$ cat src/rtl/flec_pkg.sv
package flec_pkg;

    localparam logic [7:0] CMD_ERS_SETUP = 8'h20;
    localparam logic [7:0] CMD_CONFIRM   = 8'hD0;
    localparam logic [7:0] CMD_SUSPEND   = 8'hB0;
    localparam logic [7:0] CMD_RD_STAT   = 8'h70;
    localparam logic [7:0] CMD_RD_ARRAY  = 8'hFF;
    localparam logic [7:0] CMD_CLR_STAT  = 8'h50;

    typedef enum logic [2:0] {
        ST_IDLE,
        ST_SETUP,
        ST_RUN,
        ST_SUSP_PEND,
        ST_SUSP
    } ctl_state_t;

    typedef enum logic {
        RM_ARRAY,
        RM_STATUS
    } rd_mode_t;

    // sticky-flag update requests from the sequencer
    typedef struct packed {
        logic set_vpp;
        logic set_seq;
        logic set_ers;
        logic clr;
    } err_upd_t;

    typedef struct packed {
        logic ready;
        logic susp;
        logic ers_err;
        logic seq_err;
        logic vpp_err;
    } stat_t;

    function automatic logic [7:0] pack_status(stat_t s);
        return {s.ready, s.susp, s.ers_err, s.seq_err, s.vpp_err, 3'b000};
    endfunction

    function automatic logic busy_state(ctl_state_t s);
        return (s == ST_RUN) || (s == ST_SUSP_PEND);
    endfunction

endpackage

$ cat src/rtl/flec_status_reg.sv
module flec_status_reg
    import flec_pkg::*;
(
    input  logic       clk,
    input  logic       rst,
    input  err_upd_t   upd,
    input  ctl_state_t state,
    output logic [7:0] stat_byte,
    output logic       vpp_err
);
    logic  vpp_q, seq_q, ers_q;
    stat_t st;

    always_ff @(posedge clk) begin
        if (rst) begin
            vpp_q <= 1'b0;
            seq_q <= 1'b0;
            ers_q <= 1'b0;
        end else if (upd.clr) begin
            vpp_q <= 1'b0;
            seq_q <= 1'b0;
            ers_q <= 1'b0;
        end else begin
            vpp_q <= vpp_q | upd.set_vpp;
            seq_q <= seq_q | upd.set_seq;
            ers_q <= ers_q | upd.set_ers;
        end
    end

    always_comb begin
        st.ready   = !busy_state(state);
        st.susp    = (state == ST_SUSP);
        st.ers_err = ers_q;
        st.seq_err = seq_q;
        st.vpp_err = vpp_q;
    end

    assign stat_byte = pack_status(st);
    assign vpp_err   = vpp_q;

    // error flags only fall on an explicit clear
    p_sticky_vpp_r10: assert property (@(posedge clk) disable iff (rst)
        (vpp_q && !upd.clr) |=> vpp_q);
    p_sticky_ers_r10: assert property (@(posedge clk) disable iff (rst)
        (ers_q && !upd.clr) |=> ers_q);

endmodule

$ cat src/rtl/flec_cmd_fsm.sv
module flec_cmd_fsm
    import flec_pkg::*;
#(
    parameter int BLK_W    = 3,
    parameter int BOOT_BLK = 7
) (
    input  logic             clk,
    input  logic             rst,
    input  logic             wr_en,
    input  logic [7:0]       wr_data,
    input  logic [BLK_W-1:0] blk_addr,
    input  logic             vpp_ok,
    input  logic             rp_hv,
    input  logic             wp_hi,
    input  logic             vpp_err,
    input  logic             ers_ack,
    input  logic             ers_done,
    output ctl_state_t       state,
    output rd_mode_t         rd_mode,
    output err_upd_t         upd,
    output logic             ers_req,
    output logic             ers_start,
    output logic [BLK_W-1:0] ers_blk
);
    localparam logic [BLK_W-1:0] BOOT_IDX = BLK_W'(BOOT_BLK);

    ctl_state_t nxt_state;
    rd_mode_t   nxt_mode;
    logic       start_n;
    logic       boot_locked;

    assign boot_locked = (blk_addr == BOOT_IDX) && !(rp_hv || wp_hi);

    always_comb begin
        nxt_state = state;
        nxt_mode  = rd_mode;
        upd       = '0;
        start_n   = 1'b0;
        unique case (state)
            ST_IDLE: begin
                if (wr_en) begin
                    case (wr_data)
                        CMD_ERS_SETUP: begin
                            nxt_state = ST_SETUP;
                            nxt_mode  = RM_STATUS;
                        end
                        CMD_RD_STAT:  nxt_mode = RM_STATUS;
                        CMD_RD_ARRAY: nxt_mode = RM_ARRAY;
                        CMD_CLR_STAT: upd.clr  = 1'b1;
                        default: ;
                    endcase
                end
            end
            ST_SETUP: begin
                if (wr_en) begin
                    nxt_state = ST_IDLE;
                    nxt_mode  = RM_STATUS;
                    if (wr_data != CMD_CONFIRM) begin
                        upd.set_seq = 1'b1;
                        upd.set_ers = 1'b1;
                    end else if (vpp_err || !vpp_ok) begin
                        upd.set_ers = 1'b1;
                        upd.set_vpp = !vpp_ok;
                    end else if (boot_locked) begin
                        upd.set_ers = 1'b1;
                    end else begin
                        nxt_state = ST_RUN;
                        start_n   = 1'b1;
                    end
                end
            end
            ST_RUN: begin
                upd.set_vpp = !vpp_ok;
                if (ers_done) begin
                    nxt_state = ST_IDLE;
                    nxt_mode  = RM_STATUS;
                end else if (wr_en && wr_data == CMD_SUSPEND) begin
                    nxt_state = ST_SUSP_PEND;
                end
            end
            ST_SUSP_PEND: begin
                upd.set_vpp = !vpp_ok;
                if (ers_done) begin
                    nxt_state = ST_IDLE;
                    nxt_mode  = RM_STATUS;
                end else if (wr_en && wr_data == CMD_CONFIRM) begin
                    nxt_state = ST_RUN;
                end else if (ers_ack) begin
                    nxt_state = ST_SUSP;
                end
            end
            ST_SUSP: begin
                if (wr_en) begin
                    case (wr_data)
                        CMD_RD_ARRAY: nxt_mode = RM_ARRAY;
                        CMD_RD_STAT:  nxt_mode = RM_STATUS;
                        CMD_CONFIRM: begin
                            nxt_state = ST_RUN;
                            nxt_mode  = RM_STATUS;
                        end
                        default: ;
                    endcase
                end
            end
            default: nxt_state = ST_IDLE;
        endcase
    end

    always_ff @(posedge clk) begin
        if (rst) begin
            state     <= ST_IDLE;
            rd_mode   <= RM_ARRAY;
            ers_start <= 1'b0;
            ers_blk   <= '0;
        end else begin
            state     <= nxt_state;
            rd_mode   <= nxt_mode;
            ers_start <= start_n;
            if (start_n) ers_blk <= blk_addr;
        end
    end

    assign ers_req = (state == ST_RUN);

    // suspension is entered only after the engine acknowledged the pause
    p_susp_after_ack_r5: assert property (@(posedge clk) disable iff (rst)
        (state == ST_SUSP && $past(state) == ST_SUSP_PEND) |-> $past(ers_ack));
    // a boot-block erase start needs an unlock pin in the confirm cycle
    p_boot_guard_r9: assert property (@(posedge clk) disable iff (rst)
        (ers_start && ers_blk == BOOT_IDX) |-> $past(rp_hv || wp_hi));

endmodule

$ cat src/rtl/flec_rd_mux.sv
module flec_rd_mux
    import flec_pkg::*;
#(
    parameter int BLK_W = 3
) (
    input  ctl_state_t       state,
    input  rd_mode_t         rd_mode,
    input  logic [BLK_W-1:0] blk_addr,
    input  logic [BLK_W-1:0] ers_blk,
    input  logic [7:0]       arr_data,
    input  logic [7:0]       stat_byte,
    output logic [7:0]       rd_data
);
    logic sel_status;
    logic hide_blk;

    assign sel_status = (rd_mode == RM_STATUS) || (state == ST_SETUP) || busy_state(state);
    assign hide_blk   = (state == ST_SUSP) && (blk_addr == ers_blk);

    always_comb begin
        if (sel_status)    rd_data = stat_byte;
        else if (hide_blk) rd_data = 8'hFF;
        else               rd_data = arr_data;
    end

endmodule

$ cat src/rtl/flash_erase_ctrl.sv
module flash_erase_ctrl
    import flec_pkg::*;
#(
    parameter int BLK_W    = 3,
    parameter int BOOT_BLK = 7
) (
    input  logic             clk,
    input  logic             rst,
    input  logic             wr_en,
    input  logic [7:0]       wr_data,
    input  logic [BLK_W-1:0] blk_addr,
    input  logic             vpp_ok,
    input  logic             rp_hv,
    input  logic             wp_hi,
    input  logic [7:0]       arr_data,
    output logic [7:0]       rd_data,
    output logic             ers_start,
    output logic [BLK_W-1:0] ers_blk,
    output logic             ers_req,
    input  logic             ers_ack,
    input  logic             ers_done
);
    ctl_state_t state;
    rd_mode_t   rd_mode;
    err_upd_t   upd;
    logic [7:0] stat_byte;
    logic       vpp_err;

    flec_cmd_fsm #(.BLK_W(BLK_W), .BOOT_BLK(BOOT_BLK)) u_fsm (
        .clk       (clk),
        .rst       (rst),
        .wr_en     (wr_en),
        .wr_data   (wr_data),
        .blk_addr  (blk_addr),
        .vpp_ok    (vpp_ok),
        .rp_hv     (rp_hv),
        .wp_hi     (wp_hi),
        .vpp_err   (vpp_err),
        .ers_ack   (ers_ack),
        .ers_done  (ers_done),
        .state     (state),
        .rd_mode   (rd_mode),
        .upd       (upd),
        .ers_req   (ers_req),
        .ers_start (ers_start),
        .ers_blk   (ers_blk)
    );

    flec_status_reg u_stat (
        .clk       (clk),
        .rst       (rst),
        .upd       (upd),
        .state     (state),
        .stat_byte (stat_byte),
        .vpp_err   (vpp_err)
    );

    flec_rd_mux #(.BLK_W(BLK_W)) u_mux (
        .state     (state),
        .rd_mode   (rd_mode),
        .blk_addr  (blk_addr),
        .ers_blk   (ers_blk),
        .arr_data  (arr_data),
        .stat_byte (stat_byte),
        .rd_data   (rd_data)
    );

    // a start pulse comes with the run request
    p_start_req_r1: assert property (@(posedge clk) disable iff (rst)
        ers_start |-> ers_req);
    // while running, reads show a busy status byte with zero low bits
    p_busy_status_r4: assert property (@(posedge clk) disable iff (rst)
        ers_req |-> (rd_data[7] == 1'b0 && rd_data[2:0] == 3'b000));
    // no erase starts while the voltage flag was set at confirm
    p_no_start_vpp_r10: assert property (@(posedge clk) disable iff (rst)
        ers_start |-> ($past(!vpp_err) && $past(vpp_ok)));

endmodule

$ cat config.mk
export PLATFORM = sky130hd
export DESIGN_NAME = flash_erase_ctrl
export DESIGN_NICKNAME = d
export VERILOG_FILES = /design/src/rtl/flec_pkg.sv /design/src/rtl/flec_status_reg.sv /design/src/rtl/flec_cmd_fsm.sv /design/src/rtl/flec_rd_mux.sv /design/src/rtl/flash_erase_ctrl.sv
export SDC_FILE = /design/constraint.sdc
export NUM_CORES = 1
export LEC_CHECK = 0
export CAP_MARGIN = 5
export CORE_ASPECT_RATIO = 0.7
export CORE_MARGIN = 2
export CORE_UTILIZATION = 40
export DETAILED_ROUTE_END_ITERATION = 16
export DONT_BUFFER_PORTS = 1
export GPL_TIMING_DRIVEN = 0
export HOLD_SLACK_MARGIN = 0.03
export PLACE_DENSITY_LB_ADDON = 0.3
export SLEW_MARGIN = 10
export SYNTH_ARGS = -nofsm -noshare
export SYNTH_HDL_FRONTEND = slang
export SYNTH_HIERARCHICAL = 1
export SYNTH_SLANG_ARGS = --single-unit
$ cat constraint.sdc
create_clock -name clk -period 1.92 [get_ports clk]
set_input_delay 0.384 -clock clk [delete_from_list [all_inputs] [get_ports clk]]
set_output_delay 0.384 -clock clk [all_outputs]
set_load 0.1 [all_outputs]
Word level (Yosys, flattened, before mapping)
Index checks and enable logic that the tools add are counted.
- equal/unequal tests: 23
- muxes and demuxes: 40
- bitwise operators: 3
- reduce and logical (&&, ||, !) cells: 20
- operators with widths (kind ; number):
    3-bit two-way mux ; 13
    8-bit equality test (second input constant) ; 3
    1-bit two-way mux ; 18
    8-bit by 7-bit equality test with 1-bit output (second input constant) ; 2
    8-bit two-way mux ; 2
    3-bit case mux with 5 select lines ; 1
    7-bit AND reduction ; 2
    2-bit inequality test (second input constant) ; 5
    8-bit by 6-bit equality test with 1-bit output (second input constant) ; 1
    8-bit inequality test (second input constant) ; 1
    2-bit OR reduction ; 4
    3-bit by 2-bit equality test with 1-bit output (second input constant) ; 2
    3-bit equality test (second input constant) ; 2
    1-bit case mux with 2 select lines ; 3
    1-bit logical OR ; 5
    1-bit logical AND ; 4
    2-bit two-way mux ; 2
    4-bit by 3-bit inequality test with 1-bit output (second input constant) ; 1
    1-bit case mux with 4 select lines ; 1
    4-bit nonzero test ; 1
    3-bit by 1-bit equality test with 1-bit output (second input constant) ; 1
    3-bit equality test ; 1
    1-bit logical NOT ; 3
    3-bit logical NOT ; 1
    5 further kinds ; 7
- register bits after elaboration: 11
- input port bits: 27
- output and inout bits: 13
- word-level logic and storage cells: 93

Longest topological paths before layout
Gate-level depths: netlist (run 1).
- depth after elaboration: 9
- depth in mapped cells: 6
- mapped depth without buffers: 6

Hierarchy
The synthesis (run 1) kept the hierarchy.
- by module, submodules not included (module ; times used ; cells an instance ; area an instance (um2) ; seq. area each (um2)):
    flec_cmd_fsm ; 1 ; 84 ; 683.2 ; 160.2
    flec_rd_mux ; 1 ; 25 ; 214.0 ; 0.0
    flec_status_reg ; 1 ; 18 ; 148.9 ; 60.1

Worst setup path after synthesis (run 1)
No wires, ideal clock.
- path type: reg-to-output
- start point: reg u_fsm.ers_blk[1]
- end point: out rd_data[0]
- data arrival time: 2.915 ns
- data required time: 1.536 ns
- slack: -1.379 ns
- cell stages (with the launch flop): 4
- buffers on the path: 0
- cell sequence: dfxtp_1 -> xnor2_1 -> nand4_2 -> a2bb2oi_1
- word-level cells in the longest chain between the ends: 4
- RTL lines (what ; line ; RTL):
    start: declaration ; flec_cmd_fsm.sv:23 ; output logic [BLK_W-1:0] ers_blk
    start signal: assignment ; flec_cmd_fsm.sv:119 ; if (start_n) ers_blk <= blk_addr;
    3-bit equality test ; flec_rd_mux.sv:18 ; assign hide_blk = (state == ST_SUSP) && (blk_addr == ers_blk);
    1-bit logical AND ; flec_rd_mux.sv:18 ;
    8-bit two-way mux ; flec_rd_mux.sv:22 ; else if (hide_blk) rd_data = 8'hFF;
    8-bit two-way mux ; flec_rd_mux.sv:21 ; if (sel_status) rd_data = stat_byte;
    end: declaration ; flash_erase_ctrl.sv:16 ; output logic [7:0] rd_data,
No other way between the ends.

Final worst setup path (run 1)
- start point: reg u_fsm.ers_blk[1]
- end point: out rd_data[5]
Same word-level chain as after synthesis.

==> results of run 1 <==
==> area by class of cell <==
| cell class | count | area, um2 | share of cell area |
|---|---|---|---|
| plain buffers | 12 | 114 | 0.0800 |
| clock buffers | 4 | 45.0 | 0.0316 |
| inverters | 3 | 11.3 | 0.00791 |
| multi-input cells | 103 | 916 | 0.643 |
| flip-flops and latches | 11 | 240 | 0.169 |
| well taps | 34 | 42.5 | 0.0299 |
| repair buffers | 4 | 55.1 | 0.0387 |
==> state kept, by name, summed over array words and instances, names as in the netlist <==
register         flops
u_stat/ers_q         1
u_fsm/state          3
u_fsm/ers_start      1
u_fsm/ers_blk        3
u_stat/seq_q         1
u_fsm/rd_mode        1
u_stat/vpp_err       1
==> metrics by stage <==
| step | cell area, um2 | util | setup slack (ns) |
|---|---|---|---|
| 5_1_grt | 1420 | 0.575 | -0.333 |
| 3_5_place_dp | 1280 | 0.517 | -0.263 |
| 4_1_cts | 1410 | 0.568 | -0.322 |
| 3_3_place_gp | 1280 | 0.517 | -0.250 |
| 2_1_floorplan | 1240 | - | -0.102 |
| 6_report | 1420 | 0.575 | -0.288 |
==> cells by family (layout without fill, tap and decap cells) <==
| group | after synthesis | after routing | synth area share |
|---|---|---|---|
| simple gates | 59 | 59 | 0.349 |
| compound gates | 31 | 31 | 0.230 |
| buf+inv | 15 | 23 | 0.116 |
| flops | 11 | 11 | 0.211 |
| xor+xnor | 5 | 5 | 0.0419 |
| mux | 5 | 5 | 0.0490 |
| other cells | 1 | 3 | 0.00359 |
==> cell usage after synthesis (all sizes together) (2+ instances only) <==
| cell type | n |
|---|---|
| clkbuf | 3 |
| nor3b | 2 |
| nor2b | 2 |
| xnor2 | 4 |
| nor2 | 13 |
| mux2i | 4 |
| nand2b | 4 |
| inv | 3 |
| and2b | 2 |
| nand2 | 5 |
| nand4 | 4 |
| nor4 | 2 |
| nand3 | 5 |
| nor3 | 13 |
| a211oi | 2 |
| a21oi | 5 |
| a2bb2oi | 8 |
| buf | 9 |
| dfxtp | 11 |
| o21a | 3 |
==> worst paths after layout <==
kind | slack [ns] | to | cells past startpoint | start
setup / recovery | -0.29 | rd_data[5] | 4 | u_fsm/ers_blk[1]
hold reg to reg | 0.49 | u_stat/seq_q | 2 | u_stat/seq_q
setup reg to reg | 0.13 | u_fsm/state[0] | 6 | u_fsm/state[1]
hold / removal | 0.21 | u_stat/ers_q | 1 | rst
==> per-layer routing <==
metal  up-vias  global-route usage
met5         -                   0
met4         0              0.0375
met3         3              0.0863
met2        34               0.278
met1       455               0.239
li1        490                   -
==> timing repair <==
item,4_1_cts,5_1_grt
pin swaps,13,11
endpoints found under the hold margin,0,0
buffers inserted,4,0
gates resized for setup,5,6
setup endpoints to repair,10,10
==> power by group <==
group,total (mW),leakage (nW),internal [mW],switching (mW)
sequential,0.223,0.0931,0.222,0.000488
clock,0.236,0.0228,0.146,0.0901
combinational,0.164,0.385,0.0505,0.114
total,0.623,0.501,0.419,0.204
==> qor.yml, run 1 <==
n_fill_cell: 221
drt_iter0_drc: 57
crit_required_ns: 1.54
postRouteAntennaNets: 0
setup_tns_ns: -2.27
layout.cells.non_filler: 171
max_freq_mhz: 453
ys.flop_type: "dfxtp_1"
antenna_found_initial: 0
slew_violations: 0
async_flop_share: 0
finalSetupViolations: 8
rsz0062_at_grt: "yes"
avgViaCountPerCell: 5.74
p_per_area_nw_per_um2: 437
wl_met3_um: 229
p_leak_nw: 0.501
tightest_slew_ns: 0.928
grt_start_max_net_pins: 11
worst_path_max_delay_cell: "dfxtp_4"
crit_family: "flip-flops"
nNetsFinal: 165
maxSlewHeadroom: 0.381
critical_path_class: "reg -> out"
violations: "negative setup slack"
grt_pass1_wl_mm: 4.17
synth-seq-cells: 11
cts_buffers: 3
cts_sinks: 11
synth_area_leaders: "dfxtp_1 (21%), a2bb2oi_1 (6.7%), nor3_1 (6.2%), buf_4 (5.0%), nor2_1 (4.3%)"
ir_drop_mv: 0.294
cp_max_fo: 8
syn_inst: 127
dp_hpwl_mm: 1.91
hold_violations: 0
dpl.cell_count: 163
avgRoutedWirePerCell_um: 14.3
drcViolationCount: 0
wl_met1_mm: 1.09
period_share: 1.15
drive_gt1_frac: 0.336
cp.arrival_ns: 1.82
period_needed_ns: 2.21
path_buf_inv: 1
grtUsageTotal: 0.182
hold_slack_ns: 0.212
cp-end-kind: "output port"
clkTransAtPathRegs_ns: 0.05
core_area_um2: 2480
power_uw: 623
crit_chain: "xnor2_4, nand4_4, buf_12, a2bb2oi_4"
synth_area_per_cell_um2: 8.24
netlist_area_um2: 1050
grt.overflow.total: 0
routed_wl_mm: 2.45
synth_top_area_frac: 0.211
synth_edf_count: 0
final_common_cell: "nor3_1"
die_h_um: 46.8
rows: 15
worst_slack_ns: -0.288
antenna_cells: 0
max_cap_viol_count: 0
final_cell_mix: "nor3_1 (13), nor2_1 (11), buf_4 (8), a2bb2oi_4 (8)"
grt_pass1_vias: 911
gp_congestion: 0.856
seq_area_frac_synth: 0.211
holdBufCountCts: 0
area_growth_pct: 36.1
finClkSkew_ns: 0.00253
initial_core_util: 0.422
clockBufferDepth: 2
vias: 982
ios: 40
ys_types: 51
wl_met2_mm: 1.12
status: "complete, but fails checks"
root_buffer: "clkbuf_8"
port-buffer-count: 0
critPathMaxStageDelay_ns: 0.56
dr.max_layer_used: "met4"
holdCritPathClass: "in -> reg"
die_x_um: 65.1
worstSetupStartpointType: "flip-flop"
dr.pass1.iters: 5
dieArea_um2: 3050
synth_warnings: 6
yosys.area.top_type: "dfxtp_1"
clkLatencyLatePin_ns: 0.24
cts_tree: "done"
htreeDepth: 1
(Power assumes the default switching activity.)
==> run 2: changes to the inputs <==
CORE_ASPECT_RATIO = unset   (was 0.7)
CORE_MARGIN = unset   (was 2)
CORE_UTILIZATION = 60   (was 40)
==> run 2 against run 1 <==
Effect of this change: the flow finishes with violations (design-rule violations, negative setup slack); non-clock buffer count is 3 higher; combinational power is 4% higher; sequential share of layout area is 0.060 points higher; setup slack worse by 0.099 ns; critical path depth stayed put; flip-flop and latch count stayed put; via count is 17% higher; die area is 37% lower; largest cell class unchanged.
==> qor.yml, run 2 (synthesized netlist as in run 1, its figures left out) <==
die_x_um: 43.8  # was 65.1 um
hold_violations: 0  # unchanged
drt_iter0_drc: 81  # was 57
max_cap_viol_count: 0  # unchanged
holdBufCountCts: 0  # unchanged
setup_tns_ns: -2.96  # was -2.27 ns
grt.overflow.total: 0  # unchanged
root_buffer: "clkbuf_4"  # was clkbuf_8
vias: 1146  # was 982
maxSlewHeadroom: 0.381  # about the same
worstSetupStartpointType: "flip-flop"  # unchanged
cts_buffers: 3  # unchanged
cts_sinks: 11  # unchanged
final_cell_mix: "nor3_1 (13), nor2_1 (11), buf_4 (10), a2bb2oi_4 (8)"  # was nor3_1 (13), nor2_1 (11), buf_4 (8), a2bb2oi_4 (8)
p_leak_nw: 0.512  # was 0.501 nW
core_area_um2: 1560  # was 2480 um2
grt_pass1_wl_mm: 5.00  # was 4.17 mm
violations: "design-rule violations, negative setup slack"  # was negative setup slack
critical_path_class: "reg -> out"  # unchanged
ir_drop_mv: 0.465  # was 0.294 mV
avgViaCountPerCell: 7.35  # was 5.74
dieArea_um2: 1910  # was 3050 um2
max_freq_mhz: 434  # was 453 MHz
area_growth_pct: 35.6  # was 36.1%
period_share: 1.20  # was 1.15
seqPwrFrac: 0.400  # was 0.357
antenna_cells: 0  # unchanged
rsz0062_at_grt: "yes"  # unchanged
worstHoldPathCells: 1  # unchanged
crit_required_ns: 1.54  # about the same
clkTransAtPathRegs_ns: 0.07  # was 0.05 ns
clkPwrFrac: 0.291  # was 0.379
avgRoutedWirePerCell_um: 22.7  # was 14.3 um
gp_congestion: 0.859  # was 0.856
final_common_cell: "nor3_1"  # unchanged
die_h_um: 43.8  # was 46.8 um
routed_wl_mm: 3.54  # was 2.45 mm
drive_gt1_frac: 0.357  # was 0.336
cp_max_fo: 3  # was 8
htreeDepth: 1  # unchanged
finalSetupViolations: 8  # unchanged
grt_start_max_net_pins: 11  # unchanged
switching_share: 0.363  # was 0.328
drcViolationCount: 2  # was 0
status: "complete, but fails checks"  # unchanged
postRouteAntennaNets: 0  # unchanged
grtUsageTotal: 0.353  # was 0.182
dr.pass1.iters: 12  # was 5
power.internal_uw: 354  # was 419 uW
port-buffer-count: 0  # unchanged
holdCritPathClass: "in -> reg"  # unchanged
p_switching_uw: 201  # was 204 uW
period_needed_ns: 2.31  # was 2.21 ns
finClkSkew_ns: 0.00463  # was 0.00253 ns
rows: 14  # was 15
cp.arrival_ns: 1.92  # was 1.82 ns
cts_tree: "done"  # unchanged
antenna_found_initial: 0  # unchanged
ios: 40  # unchanged
dp_hpwl_mm: 2.11  # was 1.91 mm
tightest_slew_ns: 0.927  # was 0.928 ns
p_per_area_nw_per_um2: 391  # was 437 nW/um2
worst_slack_ns: -0.386  # was -0.288 ns
clkLatencyLatePin_ns: 0.27  # was 0.24 ns
initial_core_util: 0.671  # was 0.422
final_util: 0.910  # was 0.575
grt_pass1_vias: 1110  # was 911
comb_power_share: 0.309  # was 0.264
nNetsFinal: 168  # was 165
reg2reg_depth: 6  # unchanged
reg.largest.list: "u_fsm/ers_blk (3), u_fsm/state (3)"  # unchanged
clockBufferDepth: 2  # unchanged
cp-end-kind: "output port"  # unchanged
slew_violations: 0  # unchanged
==> run 2: power by group through the flow <==
stage	clock (mW)	sequential [mW]	combinational (mW)
after CTS	0.159	0.225	0.168
after global placement	0	0.230	0.159
after global routing	0.178	0.222	0.176
after floorplan	0	0.230	0.154
after detailed placement	0	0.230	0.162
final	0.162	0.222	0.171
==> run 2: repair_timing <==
action | CTS | global route
setup endpoints to repair | 10 | 11
cloned | 0 | 0
buffers inserted | 5 | 2
pin swaps | 7 | 5
resized for setup | 4 | 11
==> run 2: per-layer routing <==
metal / part of all wire / up-vias / GRT usage
li1: - / 503 / -
met1: 0.35 / 499 / 0.433
met2: 0.46 / 112 / 0.588
met3: 0.13 / 32 / 0.0875
met4: 0.062 / 0 / 0.144
met5: 0 / - / 0
==> run 2: cell type report <==
| class | instances | area (um2) |
|---|---|---|
| fillers | 61 | 140 |
| multi-input cells | 103 | 921 |
| plain buffers | 12 | 119 |
| inverters | 3 | 11.3 |
| flip-flops and latches | 11 | 240 |
| well taps | 16 | 20.0 |
| repair buffers | 7 | 81.3 |
| clock buffers | 4 | 26.3 |
==> run 2: path summary, 6_finish.rpt <==
path	startpoint	end	slack (ns)
hold / removal	rst	u_stat/seq_q	0.17
setup / recovery	u_fsm/ers_blk[0]	rd_data[3]	-0.39
hold reg to reg	u_stat/seq_q	u_stat/seq_q	0.49
setup reg to reg	u_fsm/state[2]	u_fsm/state[0]	0.03
==> run 2: worst max-delay path: stages, from the launching register on <==
cell       delay [ns]
dfxtp_4          0.57
xnor2_2          0.18
nand4_4          0.14
buf_4            0.19
a2bb2oi_4        0.57
==> run 2: through the flow <==
stage | worst slack [ns] | std cells | total power, mW | hold WS, ns | instance area, um2
finish | -0.386 | 156 | 0.555 | 0.174 | 1420
global route | -0.404 | 156 | 0.577 | 0.174 | 1420
CTS | -0.358 | 154 | 0.551 | 0.180 | 1370
detailed placement | -0.347 | 145 | 0.392 | 0.465 | 1260
global placement | -0.235 | 145 | 0.389 | 0.463 | 1260
floorplan | -0.102 | 129 | 0.384 | 0.452 | 1240
==> run 3: changes to the inputs <==
ABC_AREA = 1   (was unset)
clock period = 2.3 ns   (was 1.92 ns; I/O delays follow)
==> run 3 against run 2 <==
Effect of this change: the run still ends with design-rule violations, negative setup slack left; global-route usage fell by 8.6 points; register-to-register slack improved by 0.68 ns; hold slack improved by 0.077 ns; highest routed layer unchanged; critical path type unchanged; synthesized cell count grew 54%; combinational power rose to 3.7 times the previous value; sequential power is essentially flat; cell area fell by 12%; cell count increased by 40%; utilization is 12 points lower; power rose by 77%.
==> qor.yml, run 3 <==
dpl.cell_count: 214  # was 145
postRouteAntennaNets: 0  # unchanged
ys_types: 26  # was 51
p_leak_nw: 0.559  # was 0.512 nW
synth_top_area_frac: 0.208  # was 0.211
drt_iter0_drc: 45  # was 81
htreeDepth: 1  # unchanged
period_share: 1.03
violations: "design-rule violations, negative setup slack"  # unchanged
drcViolationCount: 5  # was 2
area_growth_pct: 17.5  # was 35.6%
clkLatencyLatePin_ns: 0.27  # about the same
post-route-cell-area_um2: 1240  # was 1420 um2
p_per_area_nw_per_um2: 788  # was 391 nW/um2
dieArea_um2: 1940  # was 1910 um2
die_h_um: 44  # was 43.8 um
finClkSkew_ns: 0.00499  # was 0.00463 ns
final_util: 0.789  # was 0.910
crit_family: "compound AO/OA/AOI/OAI gates"  # was flip-flops
reg.largest.list: "u_fsm/ers_blk (3), u_fsm/state (3)"  # unchanged
critical_path_class: "reg -> out"  # unchanged
yosysMostFrequentCell: "nand2_1"  # was nor3_1
cp_max_fo: 8  # was 3
clkTransAtPathRegs_ns: 0.08  # was 0.07 ns
cp.arrival_ns: 1.91  # was 1.92 ns
worst_slack_ns: -0.0651  # was -0.386 ns
worst_r2r_endpoint: "u_fsm/ers_blk[0]"  # was u_fsm/state[0]
nNetsFinal: 230  # was 168
grtUsageTotal: 0.268  # was 0.353
path_common_cell: "nand2_1"
finalSetupViolations: 8  # unchanged
crit_start: "u_fsm/ers_blk[2]"  # was u_fsm/ers_blk[0]
holdCritPathClass: "in -> reg"  # unchanged
reg2reg_setup_slack_ns: 0.71  # was 0.03 ns
vias: 1162  # was 1146
synth_area_leaders: "dfxtp_1 (21%), nand2_1 (17%), nor2_1 (16%), inv_1 (10%), a21oi_1 (6.6%)"  # was dfxtp_1 (21%), a2bb2oi_1 (6.7%), nor3_1 (6.2%), buf_4 (5.0%), nor2_1 (4.3%)
endpoint: "rd_data[7]"  # was rd_data[3]
synth_area_per_cell_um2: 5.40  # was 8.24 um2
worstSetupStartpointType: "flip-flop"  # unchanged
synth_edf_count: 0  # unchanged
rsz0062_at_grt: "yes"  # unchanged
ys.flop_type: "dfxtp_1"  # unchanged
tightest_slew_ns: 0.937  # was 0.927 ns
layout.cells.non_filler: 218  # was 156
port-buffer-count: 0  # unchanged
dr.pass1.iters: 10  # was 12
seq_area_frac_synth: 0.208  # was 0.211
die_x_um: 44  # was 43.8 um
holdBufCountCts: 0  # unchanged
synth_warnings: 6  # unchanged
detailed_place.area_um2: 1190  # was 1260 um2
hold_slack_ns: 0.251  # was 0.174 ns
setup_tns_ns: -0.477  # was -2.96 ns
root_buffer: "clkbuf_4"  # unchanged
syn_inst: 196  # was 127
period_needed_ns: 2.37
critPathMaxStageDelay_ns: 0.62  # was 0.57 ns
post-place-ws_ns: 0.0733  # was -0.347 ns
path_buf_inv: 1  # unchanged
synth-seq-cells: 11  # unchanged
reg2reg_depth: 7  # was 6
path_depth: 6  # was 4
antenna_cells: 0  # unchanged
grt.overflow.total: 0  # unchanged
power_uw: 980  # was 555 uW
clockBufferDepth: 2  # unchanged
postCtsSetupBuffers: 0  # was 5
max_freq_mhz: 423
final_common_cell: "nand2_1"  # was nor3_1
timing.rr.start: "u_fsm/state[0]"  # was u_fsm/state[2]
crit_chain: "inv_2, nand2_1, nand2_1, nor2_2, nand2_4, a21oi_4"  # was xnor2_2, nand4_4, buf_4, a2bb2oi_4
slew_violations: 0  # unchanged
ir_drop_mv: 0.507  # was 0.465 mV
avgRoutedWirePerCell_um: 11.5  # was 22.7 um
yosys.area.top_type: "dfxtp_1"  # unchanged
initial_core_util: 0.671  # about the same
drive_gt1_frac: 0.243  # was 0.357
grt_start_max_net_pins: 10  # was 11
routed_wl_mm: 2.51  # was 3.54 mm
cts_buffers: 3  # unchanged
crit_required_ns: 1.84  # was 1.54 ns
status: "complete, but fails checks"  # unchanged
yosys-top-cells-count: "nand2_1 (47), nor2_1 (45), inv_1 (29), a21oi_1 (14), dfxtp_1 (11)"  # was nor3_1 (13), nor2_1 (12), dfxtp_1 (11), a2bb2oi_1 (8), buf_4 (7)
max_cap_viol_count: 0  # unchanged
async_flop_share: 0  # unchanged
hold_violations: 0  # unchanged
grt_pass1_wl_mm: 3.88  # was 5.00 mm
final_cell_mix: "nand2_1 (44), nor2_1 (42), inv_1 (26), nand2_2 (9)"  # was nor3_1 (13), nor2_1 (11), buf_4 (10), a2bb2oi_4 (8)
rows: 14  # unchanged
dp_hpwl_mm: 1.93  # was 2.11 mm
core_area_um2: 1580  # was 1560 um2
gp_congestion: 0.897  # was 0.859
maxSlewHeadroom: 0.374  # was 0.381
worst_path_max_delay_cell: "a21oi_4"  # was dfxtp_4
avgViaCountPerCell: 5.33  # was 7.35
netlist_area_um2: 1060  # was 1050 um2
antenna_found_initial: 0  # unchanged
cts_sinks: 11  # unchanged
cp-end-kind: "output port"  # unchanged
grt_pass1_vias: 1063  # was 1110
cts_tree: "done"  # unchanged
ios: 40  # unchanged
run 3: changes by cell type in the layout (fill, tap and decap cells not counted), sizes merged, moves of 5 or more:
cell     before  now
nand2         5   54
buf          17    6
nor2         13   48
a21oi         5   14
o21ai         1    6
inv           3   32
a2bb2oi       8    0
nor3         13    5
run 3: area by class of cell:
cell class | count | area (um2)
inverters | 34 | 129
clock buffers | 4 | 26.3
multi-input cells | 147 | 792
well taps | 16 | 20.0
fillers | 137 | 333
plain buffers | 6 | 45.0
flip-flops and latches | 11 | 231
run 3: cells by family after synthesis:
kind of cell    after synthesis  share of synthesized area
compound gates               21                      0.105
buf+inv                      40                      0.164
flops                        11                      0.208
other cells                   1                    0.00354
simple gates                123                      0.519
run 3: per-layer routing:
| layer | up-vias | track usage | share of wire |
|---|---|---|---|
| met5 | - | 0 | 0 |
| met4 | 0 | 0.121 | 0.0044 |
| met3 | 2 | 0.0500 | 0.093 |
| met2 | 53 | 0.497 | 0.50 |
| met1 | 501 | 0.288 | 0.40 |
| li1 | 606 | - | - |
run 3: worst min path at each step:
stage / startpoint / endpoint / slack [ns] / depth (start not counted)
floorplan: u_stat/ers_q / u_stat/ers_q / 0.45 / 2
global placement: u_stat/ers_q / u_stat/ers_q / 0.47 / 2
detailed placement: u_stat/ers_q / u_stat/ers_q / 0.47 / 2
CTS: rst / u_fsm/ers_start / 0.25 / 1
global route: rst / u_fsm/ers_start / 0.24 / 1
finish: rst / u_fsm/ers_start / 0.25 / 1
run 3: repair_timing:
action	CTS	global route
endpoints found under the hold margin	0	0
pin swaps	5	5
endpoints found under the setup margin	8	9
gates resized for setup	6	4
run 3: worst reg2reg max path, delay by kind of cell (launching register included):
| family | cells | cell delay, ns |
|---|---|---|
| AO/OA/AOI/OAI | 2 | 0.24 |
| buffers and inverters | 2 | 0.22 |
| flip-flops | 1 | 0.57 |
| AND/OR/NAND/NOR | 3 | 0.45 |
run 3: report_power, final:
part / total, mW / switching [mW] / internal [mW]
sequential: 0.219 / 0.0196 / 0.199
combinational: 0.628 / 0.504 / 0.123
clock: 0.134 / 0.0666 / 0.0671
